<file path="src/rtl/lpm_pkg.sv">
package lpm_pkg;
    timeunit 1ns;
    timeprecision 100ps;

    // externally visible state codes
    localparam logic [1:0] ST_RUN   = 2'd0;
    localparam logic [1:0] ST_SLEEP = 2'd1;
    localparam logic [1:0] ST_STOP  = 2'd2;
    localparam logic [1:0] ST_STBY  = 2'd3;

    typedef enum logic [2:0] {
        FS_RUN,
        FS_SLEEP,
        FS_STOP,
        FS_WKDLY,
        FS_STBY,
        FS_CRST
    } lpm_fsm_e;

    // core-domain configuration, cleared by a core reset
    typedef struct packed {
        logic deep;
        logic pdown;
        logic lpreg;
        logic soe;
        logic sevpend;
        logic clk_ext;
    } lpm_ctl_t;

    typedef struct packed {
        lpm_fsm_e fsm;
        lpm_ctl_t ctl;
        logic     wkpin_en;  // backup domain, survives core reset
        logic     evt_latch;
        logic     wait_wfe;
    } lpm_seq_t;

    localparam lpm_seq_t SEQ_RST = '{
        fsm: FS_RUN, ctl: '0, wkpin_en: 1'b0, evt_latch: 1'b0, wait_wfe: 1'b0
    };
endpackage

</file>
<file path="src/rtl/lpm_rise_det.sv">
module lpm_rise_det #(
    parameter int W = 1
) (
    input  logic         clk,
    input  logic         rst_n,
    input  logic [W-1:0] sig_i,
    output logic [W-1:0] rise_o
);
    timeunit 1ns;
    timeprecision 100ps;

    logic [W-1:0] prev_d, prev_q;

    always_comb begin
        prev_d = sig_i;
    end

    for (genvar i = 0; i < W; i++) begin : g_bit
        always_ff @(posedge clk or negedge rst_n) begin
            if (!rst_n) prev_q[i] <= 1'b0;
            else        prev_q[i] <= prev_d[i];
        end
        assign rise_o[i] = sig_i[i] & ~prev_q[i];
    end
endmodule

</file>
<file path="src/rtl/lpm_countdown.sv">
module lpm_countdown #(
    parameter int W = 8
) (
    input  logic         clk,
    input  logic         rst_n,
    input  logic         load_i,
    input  logic [W-1:0] val_i,
    output logic         last_o
);
    timeunit 1ns;
    timeprecision 100ps;

    logic [W-1:0] cnt_d, cnt_q;

    always_comb begin
        cnt_d = cnt_q;
        if (load_i)              cnt_d = val_i;
        else if (cnt_q != '0)    cnt_d = cnt_q - 1'b1;
    end

    always_ff @(posedge clk or negedge rst_n) begin
        if (!rst_n) cnt_q <= '0;
        else        cnt_q <= cnt_d;
    end

    assign last_o = (cnt_q == W'(1));

    AST_CNT_HOLD_ZERO: assert property (@(posedge clk) disable iff (!rst_n)
        (!load_i && cnt_q == '0) |=> (cnt_q == '0));
endmodule

</file>
<file path="src/rtl/lpm_sequencer.sv">
module lpm_sequencer
    import lpm_pkg::*;
#(
    parameter int N_IRQ   = 8,
    parameter int N_EVT   = 4,
    parameter int DLY_W   = 8,
    parameter int RST_CYC = 4
) (
    input  logic             clk,
    input  logic             rst_n,
    input  logic             cfg_we,
    input  logic             cfg_deep,
    input  logic             cfg_pdown,
    input  logic             cfg_lpreg,
    input  logic             cfg_soe,
    input  logic             cfg_sevpend,
    input  logic             cfg_clk_ext,
    input  logic             bkp_we,
    input  logic             bkp_wkpin_en,
    input  logic [DLY_W-1:0] wake_dly,
    input  logic             wait_req,
    input  logic             wait_is_wfe,
    input  logic             sev,
    input  logic             irq_exit_last,
    input  logic [N_IRQ-1:0] irq_pend,
    input  logic [N_IRQ-1:0] irq_en,
    input  logic [N_EVT-1:0] evt_in,
    input  logic             wake_pin,
    input  logic             rtc_alarm,
    input  logic             wdg_rst,
    output logic [1:0]       state_o,
    output logic             cpu_clk_en,
    output logic             periph_clk_en,
    output logic             osc_en,
    output logic             reg_lowpower,
    output logic             core_pwr_off,
    output logic             core_rst,
    output logic             clk_sel_rc
);
    timeunit 1ns;
    timeprecision 100ps;

    localparam int RST_W = $clog2(RST_CYC + 1);

    lpm_seq_t seq_d, seq_q;

    logic [N_IRQ-1:0] pend_rise;
    logic [1:0]       stby_rise;
    logic             irq_any;
    logic             evt_any;
    logic             pend_evt;
    logic             run_evt;
    logic             sleep_evt;
    logic             wake_ok;
    logic             stby_wake;
    logic             dly_load, dly_last;
    logic             rst_load, rst_last;

    // edge detectors for newly pending interrupts and standby wake lines
    lpm_rise_det #(.W(N_IRQ)) u_pend_rise (
        .clk    (clk),
        .rst_n  (rst_n),
        .sig_i  (irq_pend),
        .rise_o (pend_rise)
    );

    lpm_rise_det #(.W(2)) u_stby_rise (
        .clk    (clk),
        .rst_n  (rst_n),
        .sig_i  ({wake_pin, rtc_alarm}),
        .rise_o (stby_rise)
    );

    // regulator settling and core reset timers
    lpm_countdown #(.W(DLY_W)) u_dly_cnt (
        .clk    (clk),
        .rst_n  (rst_n),
        .load_i (dly_load),
        .val_i  (wake_dly),
        .last_o (dly_last)
    );

    lpm_countdown #(.W(RST_W)) u_rst_cnt (
        .clk    (clk),
        .rst_n  (rst_n),
        .load_i (rst_load),
        .val_i  (RST_W'(RST_CYC)),
        .last_o (rst_last)
    );

    always_comb begin
        irq_any   = |(irq_pend & irq_en);
        evt_any   = |evt_in;
        pend_evt  = seq_q.ctl.sevpend & (|pend_rise);
        sleep_evt = evt_any | pend_evt;
        run_evt   = sleep_evt | sev;
        wake_ok   = seq_q.wait_wfe ? sleep_evt : irq_any;
        stby_wake = (seq_q.wkpin_en & stby_rise[1]) | stby_rise[0];
    end

    always_comb begin
        seq_d    = seq_q;
        dly_load = 1'b0;
        rst_load = 1'b0;

        unique case (seq_q.fsm)
            FS_RUN: begin
                if (cfg_we) begin
                    seq_d.ctl = '{deep: cfg_deep, pdown: cfg_pdown, lpreg: cfg_lpreg,
                                  soe: cfg_soe, sevpend: cfg_sevpend, clk_ext: cfg_clk_ext};
                end
                if (bkp_we) seq_d.wkpin_en = bkp_wkpin_en;
                if (run_evt) seq_d.evt_latch = 1'b1;

                if (wait_req) begin
                    if (wait_is_wfe && (seq_q.evt_latch || run_evt)) begin
                        // pending event consumed, no sleep
                        seq_d.evt_latch = 1'b0;
                    end else if (!wait_is_wfe && irq_any) begin
                        seq_d.fsm = FS_RUN;
                    end else begin
                        seq_d.wait_wfe = wait_is_wfe;
                        if (!seq_q.ctl.deep)      seq_d.fsm = FS_SLEEP;
                        else if (seq_q.ctl.pdown) seq_d.fsm = FS_STBY;
                        else                      seq_d.fsm = FS_STOP;
                    end
                end else if (irq_exit_last && seq_q.ctl.soe) begin
                    seq_d.fsm      = FS_SLEEP;
                    seq_d.wait_wfe = 1'b0;
                end
            end
            FS_SLEEP: begin
                if (!seq_q.wait_wfe && sleep_evt) seq_d.evt_latch = 1'b1;
                if (wake_ok) seq_d.fsm = FS_RUN;
            end
            FS_STOP: begin
                if (!seq_q.wait_wfe && sleep_evt) seq_d.evt_latch = 1'b1;
                if (wake_ok) begin
                    seq_d.ctl.clk_ext = 1'b0;
                    if (seq_q.ctl.lpreg && wake_dly != '0) begin
                        seq_d.fsm = FS_WKDLY;
                        dly_load  = 1'b1;
                    end else begin
                        seq_d.fsm = FS_RUN;
                    end
                end
            end
            FS_WKDLY: begin
                if (dly_last) seq_d.fsm = FS_RUN;
            end
            FS_STBY: begin
                if (stby_wake) begin
                    seq_d.fsm       = FS_CRST;
                    seq_d.ctl       = '0;
                    seq_d.evt_latch = 1'b0;
                    seq_d.wait_wfe  = 1'b0;
                    rst_load        = 1'b1;
                end
            end
            FS_CRST: begin
                if (rst_last) seq_d.fsm = FS_RUN;
            end
            default: seq_d = SEQ_RST;
        endcase

        // watchdog overrides everything except an ongoing core reset
        if (wdg_rst && seq_q.fsm != FS_CRST) begin
            seq_d.fsm       = FS_CRST;
            seq_d.ctl       = '0;
            seq_d.evt_latch = 1'b0;
            seq_d.wait_wfe  = 1'b0;
            rst_load        = 1'b1;
            dly_load        = 1'b0;
        end
    end

    always_ff @(posedge clk or negedge rst_n) begin
        if (!rst_n) seq_q <= SEQ_RST;
        else        seq_q <= seq_d;
    end

    always_comb begin
        unique case (seq_q.fsm)
            FS_RUN:             state_o = ST_RUN;
            FS_SLEEP:           state_o = ST_SLEEP;
            FS_STOP, FS_WKDLY:  state_o = ST_STOP;
            FS_STBY, FS_CRST:   state_o = ST_STBY;
            default:            state_o = ST_RUN;
        endcase
        cpu_clk_en    = (seq_q.fsm == FS_RUN);
        periph_clk_en = (seq_q.fsm == FS_RUN) || (seq_q.fsm == FS_SLEEP);
        osc_en        = (seq_q.fsm == FS_RUN) || (seq_q.fsm == FS_SLEEP) ||
                        (seq_q.fsm == FS_WKDLY) || (seq_q.fsm == FS_CRST);
        reg_lowpower  = (seq_q.fsm == FS_STOP) && seq_q.ctl.lpreg;
        core_pwr_off  = (seq_q.fsm == FS_STBY);
        core_rst      = (seq_q.fsm == FS_CRST);
        clk_sel_rc    = !seq_q.ctl.clk_ext;
    end

    AST_SLEEP_ENTRY: assert property (@(posedge clk) disable iff (!rst_n)
        (seq_q.fsm == FS_RUN && wait_req && !wait_is_wfe && !irq_any && !wdg_rst && !seq_q.ctl.deep)
        |=> (state_o == ST_SLEEP && periph_clk_en && !cpu_clk_en));

    AST_STOP_ENTRY: assert property (@(posedge clk) disable iff (!rst_n)
        (seq_q.fsm == FS_RUN && wait_req && !wait_is_wfe && !irq_any && !wdg_rst &&
         seq_q.ctl.deep && !seq_q.ctl.pdown)
        |=> (state_o == ST_STOP && !periph_clk_en && !osc_en));

    AST_STBY_HOLD: assert property (@(posedge clk) disable iff (!rst_n)
        (seq_q.fsm == FS_STBY && !stby_wake && !wdg_rst) |=> core_pwr_off);

    AST_WFE_CONSUME: assert property (@(posedge clk) disable iff (!rst_n)
        (seq_q.fsm == FS_RUN && wait_req && wait_is_wfe && seq_q.evt_latch && !wdg_rst)
        |=> (cpu_clk_en && !seq_q.evt_latch));

    AST_RC_AFTER_STOP: assert property (@(posedge clk) disable iff (!rst_n)
        ($rose(cpu_clk_en) && $past(state_o) == ST_STOP) |-> clk_sel_rc);

    AST_CRST_CLEARS: assert property (@(posedge clk) disable iff (!rst_n)
        $fell(core_rst) |-> (cpu_clk_en && !seq_q.ctl.deep && !seq_q.ctl.soe));
endmodule

</file>
<file path="config.mk">
export PLATFORM = sky130hd
export DESIGN_NAME = lpm_sequencer
export DESIGN_NICKNAME = d
export VERILOG_FILES = /design/src/rtl/lpm_pkg.sv /design/src/rtl/lpm_rise_det.sv /design/src/rtl/lpm_countdown.sv /design/src/rtl/lpm_sequencer.sv
export SDC_FILE = /design/constraint.sdc
export NUM_CORES = 1
export LEC_CHECK = 0
export CAP_MARGIN = 20
export CORE_ASPECT_RATIO = 1.25
export CORE_MARGIN = 3
export CORE_UTILIZATION = 47
export CTS_CLUSTER_SIZE = 20
export DETAILED_ROUTE_END_ITERATION = 16
export DONT_BUFFER_PORTS = 1
export SLEW_MARGIN = 40
export SYNTH_ARGS = -nofsm -noshare
export SYNTH_HDL_FRONTEND = slang
export SYNTH_SLANG_ARGS = --single-unit
</file>
<file path="constraint.sdc">
create_clock -name clk -period 3.65 [get_ports clk]
set_clock_uncertainty 0.1 [all_clocks]
set_input_delay 0.73 -clock clk [delete_from_list [all_inputs] [get_ports clk]]
set_output_delay 0.73 -clock clk [all_outputs]
set_load 0.05 [all_outputs]
</file>
Word-level counts from Yosys, hierarchy flattened
Index checks and enable logic that the tools add are counted.
{"block": "classes", "addsub": 2, "mul": 0, "div_mod_pow": 0, "n_lt_le_gt_ge": 0, "eq_ne": 22, "shifts": 0, "muxes": 45, "bitwise_logic": 27, "reduce_logical": 36}
{"op": "2-to-1 mux 3 bit", "n": 12}
{"op": "2-to-1 mux 1 bit", "n": 18}
{"op": "2-to-1 mux 9 bit", "n": 2}
{"op": "case mux 3 bit (6 select lines)", "n": 1}
{"op": "2-to-1 mux 8 bit", "n": 2}
{"op": "nonzero test 8 bit", "n": 2}
{"op": "OR reduction 8 bit", "n": 2}
{"op": "case mux 5 bit (3 select lines)", "n": 1}
{"op": "bitwise AND 1 bit", "n": 12}
{"op": "inequality test 3 bit (second input constant)", "n": 4}
{"op": "inverter 1 bit", "n": 11}
{"op": "inequality test 3 x 1 -> 1 bit (second input constant)", "n": 3}
{"op": "bitwise AND 8 bit", "n": 1}
{"op": "== test 8 x 1 -> 1 bit (second input constant)", "n": 1}
{"op": "inequality test 4 x 3 -> 1 bit (second input constant)", "n": 2}
{"op": "case mux 1 bit (4 select lines)", "n": 2}
{"op": "OR reduction 2 bit", "n": 4}
{"op": "OR reduction 4 bit", "n": 2}
{"op": "subtractor 8 x 1 -> 8 bit (second input constant)", "n": 1}
{"op": "logical AND 1 bit", "n": 7}
{"op": "AND reduction 7 bit", "n": 1}
{"op": "== test 3 x 1 -> 1 bit (second input constant)", "n": 2}
{"op": "== test 3 x 2 -> 1 bit (second input constant)", "n": 2}
{"op": "== test 3 bit (second input constant)", "n": 2}
{"op": "other kinds (22)", "n": 35}
{"block": "totals", "register_bits": 33, "latchBits": 0, "mem_bits_rw": 0, "rom_bits": 0, "input_bits": 46, "out_inout_bits": 9, "n_memories": 0}

Longest topological paths before layout
Gate-level depths: netlist of the first run.
{"block": "depth", "word_depth": 12, "depth_mapped": 7, "ltp_nobuf": 7}

Modules after synthesis
Synthesis of the first run repeated with hierarchy kept, for this count alone.
{"block": "unflattened", "cells_unflattened": 239, "area_unflattened_um2": 2242.2}
{"mod": "lpm_sequencer", "instances": 1, "cells_per_inst": 136, "area_each_um2": 1094.8, "seq_area_each_um2": 300.3}
{"mod": "lpm_countdown at u_dly_cnt", "instances": 1, "cells_per_inst": 61, "area_each_um2": 540.5, "seq_area_each_um2": 200.2}
{"mod": "lpm_rise_det at u_pend_rise", "instances": 1, "cells_per_inst": 16, "area_each_um2": 310.3, "seq_area_each_um2": 200.2}
{"mod": "lpm_countdown at u_rst_cnt", "instances": 1, "cells_per_inst": 22, "area_each_um2": 219.0, "seq_area_each_um2": 75.1}
{"mod": "lpm_rise_det at u_stby_rise", "instances": 1, "cells_per_inst": 4, "area_each_um2": 77.6, "seq_area_each_um2": 50.0}

Worst setup path after synthesis of the first run
Ideal clock, no wire load.
{"block": "synth_path", "kind": "reg2out", "from": "reg seq_q[10] (netlist bit)", "to": "out osc_en", "arrival_ns": 2.172, "setup_slack_ns": 0.648, "stages_incl_launch_ff": 5, "n_path_buf": 1, "path_cell_list": "dfrtp_1 -> buf_6 -> nor2_1 -> nor2_1 -> a21oi_1"}
{"block": "synth_via", "elab_chain_cells": 4, "elab_cells_between_ends": 7, "classes_between": "3 x eq/ne; 4 x reduce/logical"}
{"item": "from (decl)", "line": "lpm_sequencer.sv:45", "source": "lpm_seq_t seq_d, seq_q;"}
{"item": "from (signal assigned)", "line": "lpm_sequencer.sv:179", "source": "else seq_q <= seq_d;"}
{"item": "== test 3 x 1 -> 1 bit or zero test 3 bit (tied branches)"}
{"item": "logical OR 1 bit (*)"}
{"item": "named net periph_clk_en", "line": "lpm_sequencer.sv:33", "source": "output logic periph_clk_en,"}
{"item": "logical OR 1 bit (*)", "line": "lpm_sequencer.sv:192", "source": "osc_en = (seq_q.fsm == FS_RUN) || (seq_q.fsm == FS_SLEEP) ||"}
{"item": "logical OR 1 bit (*)", "line": "lpm_sequencer.sv:193", "source": "(seq_q.fsm == FS_WKDLY) || (seq_q.fsm == FS_CRST);"}
{"item": "to (decl)", "line": "lpm_sequencer.sv:34", "source": "output logic osc_en,"}
The timed path passes the listed nets; every way through them passes the cells marked *.

Worst setup path in the final report of the first run
{"block": "layout_path", "from": "reg seq_q[11] (netlist bit)", "to": "out state_o[1]"}
{"block": "layout_via", "elab_chain_cells": 3, "elab_cells_between_ends": 8, "classes_between": "5 x eq/ne; 1 x mux; 2 x reduce/logical"}
{"item": "== test 3 bit or == test 3 x 2 -> 1 bit (tied branches)", "line": "lpm_sequencer.sv:183", "source": "unique case (seq_q.fsm)"}
{"item": "OR reduction 2 bit", "line": "lpm_sequencer.sv:183"}
{"item": "case mux 2 bit (3 select lines) (*)", "line": "lpm_sequencer.sv:183"}
{"item": "to (decl)", "line": "lpm_sequencer.sv:31", "source": "output logic [1:0] state_o,"}
Mark *: on every way between the ends. The rest lies on a longest branch, timed or not.

==> results of run 1 <==
report_power, final:
group / switching [uW] / internal (uW) / leakage, uW / total [uW]
Combinational: 493 / 385 / 0.000533 / 878
Clock: 140 / 131 / 0.0000439 / 271
Sequential: 159 / 471 / 0.000407 / 630
sequential cells by signal, summed over array words and instances (netlist names):
register,count
u_rst_cnt.cnt_q,3
u_dly_cnt.cnt_q,8
seq_q,12
u_stby_rise.prev_q,2
u_pend_rise.prev_q,8
cells by family after synthesis:
group | share of synthesized area, %
AOI/OAI and AO/OA | 18.8
xor gates and xnor gates | 2.87
adders and majority gates | 2.93
buffers and inverters | 9.01
DFF | 38.6
muxes | 9.60
and+or+nand+nor | 18.1
cell usage in the layout (no fill, tap or decap), types with 4 or more instances in the layout:
cell and instances:
a22oi_1 4, inv_1 28, a31oi_1 5, nor4_1 4, xnor2_1 4, ha_1 5, mux2_4 9, nor3_1 6
nor2_1 21, a211oi_1 4, nand2b_1 4, o21ai_0 9, dfrtp_1 33, nand2_1 20, buf_4 5, mux2i_1 7
clkbuf_8 5, a21oi_1 9
final cells by class:
class                      count  area (um2)
timing repair buffer           5        37.5
inverter                      28         105
sequential                    33         826
clock buffer                   5        68.8
fill                         384        1970
clock inverter                 3        17.5
multi-input combinational    159        1140
tap                           56        70.1
final timing paths:
path,from,endpoint
max,seq_q[11],state_o[1]
min,rst_n,seq_q[4]
max reg2reg,seq_q[10],u_dly_cnt.cnt_q[2]
min reg2reg,seq_q[5],seq_q[5]
max in group asynchronous,rst_n,u_rst_cnt.cnt_q[2]
min in group clk,irq_pend[3],u_pend_rise.prev_q[3]
per-stage QoR:
stage | hold WS (ns) | utilization (%) | total power, uW | cell area [um2]
2_1_floorplan | 0.334 | - | 1360 | 2140
3_3_place_gp | 0.335 | 51.4 | 1480 | 2170
3_5_place_dp | 0.335 | 51.4 | 1510 | 2170
4_1_cts | 0.0177 | 53.4 | 1790 | 2260
5_1_grt | 0.0112 | 53.5 | 1900 | 2260
6_report | 0.0278 | 53.5 | 1780 | 2260
routing by layer:
| metal | vias to the layer above | global-route usage (%) | share of wire (%) |
|---|---|---|---|
| li1 | 825 | - | - |
| met1 | 826 | 22.1 | 40 |
| met3 | 12 | 5.34 | 6.8 |
| met5 | - | 0 | 0 |
| met4 | 0 | 7.52 | 2.5 |
| met2 | 66 | 34.6 | 51 |
critical path, cell delays in order, from the launching register on:
cell      delay, ns
dfrtp_1        0.76
inv_1          0.27
nor2_1         0.16
nand2b_1       0.50
==> reports/metrics.yaml, run 1 <==
grt_use_total_pct: 19.5
dr.pass1.iters: 4
vias_per_cell: 5.98
critPathCaptureType: "primary output"
outcome: "finished clean"
finalCritPeriodShare_pct: 76.7
cap_violations: 0
hold_viol: 0
clk_pin_slew_ns: 0.07
min_period_ns: 2.80
ir_drop_mv: 0.411
dp.cells: 281
core_area_um2: 4230
vias: 1729
place_ws_ns: 0.895
drt_wl_total_um: 4990
ys_ff_latch: 33
syn_nets: 280
crit_type: "reg2out"
synth_warnings: 0
clockBufferDepth: 2
place_hpwl_um: 3860
grt_pass1_wl_um: 8050
post_cts_buffers: 0
numCtsBuffers: 5
cts-resized-gates: 0
insertion_delay_ns: 0.29
die_h_um: 81.4
fp.dieW_um: 66.3
relSlewSlack_pct: 50.5
worst_pin_slew_ns: 0.743
yosysTopAreaCell: "dfrtp_1"
slew_violations: 0
first_global_vias: 1760
grt_start_max_net_pins: 34
final_nets: 283
antenna_found_initial: 0
die_area_um2: 5400
drive_gt1_share_pct: 14.2
async_reset_ff_share_pct: 100
ys_seq_area_share_pct: 38.6
synth_edf_count: 0
power.leakage_uw: 0.000985
rsz0062_at_grt: "false"
io_pins: 55
reg2reg_depth: 7
holdBufCountCts: 0
power_density_nw_per_um2: 787
hold_class: "in2async"
initial_core_util_pct: 50.6
row_count: 26
syn_inst: 229
max_freq_mhz: 357
path_max_fanout: 22
wl_per_cell_um: 17.3
synth_top_area_share_pct: 38.6
crit_required_ns: 2.82
synth.area.top_cells: "dfrtp_1 (39%), mux2_4 (6.3%), inv_1 (4.9%), nor2_1 (3.9%), buf_6 (3.7%)"
htree_levels: 2
syn_avg_cell_area_um2: 9.34
io_buffers: 0
cts_tree: "yes"
drc: 0
instances_no_fill: 289
clock_sinks: 33
post-synth-top-count-cell: "dfrtp_1"
grt-ovfl-total: 0
synth_common_cells: "dfrtp_1 (33), inv_1 (28), nor2_1 (22)"
place_congestion: 0.932
r2r_slack_ns: 0.87
cp.arrival_ns: 1.97
yosys_most_used_dff: "dfrtp_1"
fin_setup_tns_ns: 0
setup_viol: 0
first_iter_violations: 88
area_growth_pct: 5.79
crit_path_start_kind: "flop"
fin_ws_ns: 0.850
diodes: 0
syn_area_um2: 2140
ant_nets: 0
root_buffer: "clkbuf_8"
synth.distinct_cells: 50
(Power assumes the default switching activity.)
==> run 2, diff against run 1 <==
ABC_AREA = 1   (was default)
clock period = 2.55 ns   (was 3.65 ns; I/O delays follow)
==> run 2 against run 1 <==
Net effect:
- register-to-register slack lost 0.25 ns
- clock power grew 46%
- critical path depth is the same
- non-clock buffer count grew 1
- wire length shrank 7.4%
- synthesized cell count grew 20%
- utilization grew 0.57 points
- sequential share of layout area grew 0.18 points
- combinational power grew 22%
- sequential cell count is the same
- sequential power grew 27%
==> reports/metrics.yaml, run 2 <==
ir_drop_mv: 0.603  # +47%
power_density_nw_per_um2: 1010  # +28%
final_nets: 336  # +19%
async_reset_ff_share_pct: 100  # unchanged
clock_sinks: 33  # unchanged
p_comb_share_pct: 47.3  # -2.1 points
die_h_um: 80.2  # -1.5%
fin_setup_tns_ns: 0  # unchanged
grt_pass1_wl_um: 7940  # -1.4%
core_area_um2: 4160  # -1.5%
reg_top3: "seq_q (12), u_dly_cnt.cnt_q (8), u_pend_rise.prev_q (8)"
syn_area_um2: 2070  # -3.3%
worst_pin_slew_ns: 0.534  # -0.209 ns
cpMaxStageDelayCell: "dfrtp_1"
crit_chain: "nor2_1 -> nand2_1 -> nand3_1"
min_to: "u_pend_rise.prev_q[4]"
p_int_uw: 1210  # +22%
first_global_vias: 1771  # +0.63%
whs_path_depth: 0
r2r_slack_ns: 0.62  # -0.25 ns
cts-resized-gates: 0  # unchanged
drive_gt1_share_pct: 14.0  # -0.13 points
fillers: 430  # +12%
synth_edf_count: 0  # unchanged
hold_viol: 0  # unchanged
swShare_pct: 46.7  # +2.2 points
place_congestion: 0.876  # -6.1%
crit_path_start_kind: "flop"
cts_tree: "yes"
root_buffer: "clkbuf_8"
dr.pass1.iters: 4  # unchanged
power_switching_uw: 1060  # +34%
crit_type: "reg2out"
syn_nets: 326  # +16%
numCtsBuffers: 5  # unchanged
crit_path_max_incr_delay_ns: 0.49  # -0.27 ns
clk_pin_slew_ns: 0.06  # about the same
total_power_uw: 2260  # +27%
synth_top_area_share_pct: 39.9  # +1.3 points
area_growth_pct: 8.83
vias: 1718  # -0.64%
syn_avg_cell_area_um2: 7.52  # -19%
use_met1_pct: 23.6  # +1.5 points
hold_start: "irq_pend[4]"
synth.distinct_cells: 35  # -30%
max_freq_mhz: 460
synth.area.top_cells: "dfrtp_1 (40%), nand2_1 (12%), nand3_1 (6.8%), nor2_1 (6.5%), inv_1 (6.4%)"
post-route-util_pct: 54.1  # +0.57 points
relSlewSlack_pct: 64.3  # +14 points
holdBufCountCts: 2  # +2
finalCritPeriodShare_pct: 85.2
seqPwrFrac_pct: 35.2  # -0.2 points
die_area_um2: 5240  # -3.0%
yosys_most_used_dff: "dfrtp_1"
cp.arrival_ns: 1.56  # -0.41 ns
clockBufferDepth: 2  # unchanged
min_period_ns: 2.17
grt_use_met3_pct: 4.90  # -0.44 points
io_pins: 55  # unchanged
post-synth-top-count-cell: "nand2_1"
slew_violations: 0  # unchanged
yosysTopAreaCell: "dfrtp_1"
rr_endpoint: "seq_q[5]"
crit_required_ns: 1.94  # -0.88 ns
cap_violations: 0  # unchanged
post_cts_buffers: 0  # unchanged
hold_class: "in2reg"
row_count: 26  # unchanged
critPathCaptureType: "primary output"
ys_ff_latch: 33  # unchanged
final_common_cell: "nand2_1"
synth_warnings: 0  # unchanged
pwr-share-clk_pct: 17.5  # +2.3 points
antenna_found_initial: 0  # unchanged
synth_common_cells: "nand2_1 (67), nor2_1 (36), inv_1 (35)"
met2_usage_pct: 33.5  # -1.0 points
ys_seq_area_share_pct: 39.9  # +1.3 points
largest_reg_flops: 12  # unchanged
drc: 0  # unchanged
outcome: "finished clean"
reg2reg_depth: 8  # +1
first_iter_violations: 98  # +11%
place_hpwl_um: 3610  # -6.5%
largest-register: "seq_q"
ant_nets: 0  # unchanged
fp.dieW_um: 65.3  # -1.5%
diodes: 0  # unchanged
vias_per_cell: 5.04  # -16%
busiest_layer: "met2"
setup_viol: 0  # unchanged
grt-ovfl-total: 0  # unchanged
insertion_delay_ns: 0.28  # about the same
wl_per_cell_um: 13.6  # -21%
layout_common_cells: "nand2_1 (67), nor2_1 (36), inv_1 (35)"
htree_levels: 2  # unchanged
syn_inst: 275  # +20%
initial_core_util_pct: 49.7  # -0.89 points
io_buffers: 0  # unchanged
power.leakage_uw: 0.00115  # +16%
path_max_fanout: 9  # -59%
rsz0062_at_grt: "false"
grt_start_max_net_pins: 34  # unchanged
reg2reg_from: "seq_q[11]"
grt_use_total_pct: 19.7  # +0.18 points
drt_wl_total_um: 4630  # -7.4%
run 2: worst max path at each step:
stage	cells past startpoint	startpoint	to	slack (ns)
2_1_floorplan	2	seq_q[10]	osc_en	0.35
3_3_place_gp	9	seq_q[11]	u_dly_cnt.cnt_q[4]	0.68
6_report	3	seq_q[10]	state_o[1]	0.38
4_1_cts	3	seq_q[10]	state_o[1]	0.36
5_1_grt	3	seq_q[10]	state_o[1]	0.24
3_5_place_dp	8	seq_q[11]	seq_q[5]	0.63
run 2: worst max-delay path, delay by kind of cell (launching register included):
family / cells / cell delay (ns)
DFF: 1 / 0.49
and+or+nand+nor: 3 / 0.79
run 2: power groups by stage:
stage / clock, uW / combinational [uW] / sequential, uW
3_5_place_dp: 0 / 1060 / 805
2_1_floorplan: 0 / 928 / 754
6_report: 395 / 1070 / 797
5_1_grt: 425 / 1220 / 820
4_1_cts: 410 / 1080 / 796
3_3_place_gp: 0 / 1060 / 802
run 2: per-layer routing:
layer | up-vias | routed length [um]
met5 | - | 0
met4 | 0 | 59
met3 | 4 | 246
met2 | 47 | 2330
met1 | 777 | 1990
li1 | 890 | -
run 2: logic make-up (layout without fill, tap and decap cells):
family                   Yosys count  in the layout  share of synthesized area (%)
AO/OA/AOI/OAI                     35             35                           10.8
XOR/XNOR                           5              5                           2.12
adder cells (fa/ha/maj)            5              5                           3.02
buffers and inverters             45             55                           9.44
flip-flops                        33             33                           39.9
AND/OR/NAND/NOR                  152            152                           34.7
run 2: area by class of cell:
type / count / area [um2] / share of cell area [%]
inverter: 42 / 161 / 7.17
multi-input combinational: 197 / 1050 / 46.5
clock buffer: 7 / 86.3 / 3.84
tap: 56 / 70.1 / 3.11
sequential: 33 / 826 / 36.7
timing repair buffer: 6 / 60.1 / 2.67
run 2: stage by stage:
step                hold WS [ns]  std cells  instance area [um2]  setup slack, ns
global route               0.141        341                 2250            0.243
global placement           0.115        332                 2130            0.675
detailed placement         0.115        332                 2130            0.630
floorplan                  0.114        275                 2070            0.347
CTS                        0.143        341                 2250            0.361
finish                     0.158        341                 2250            0.376
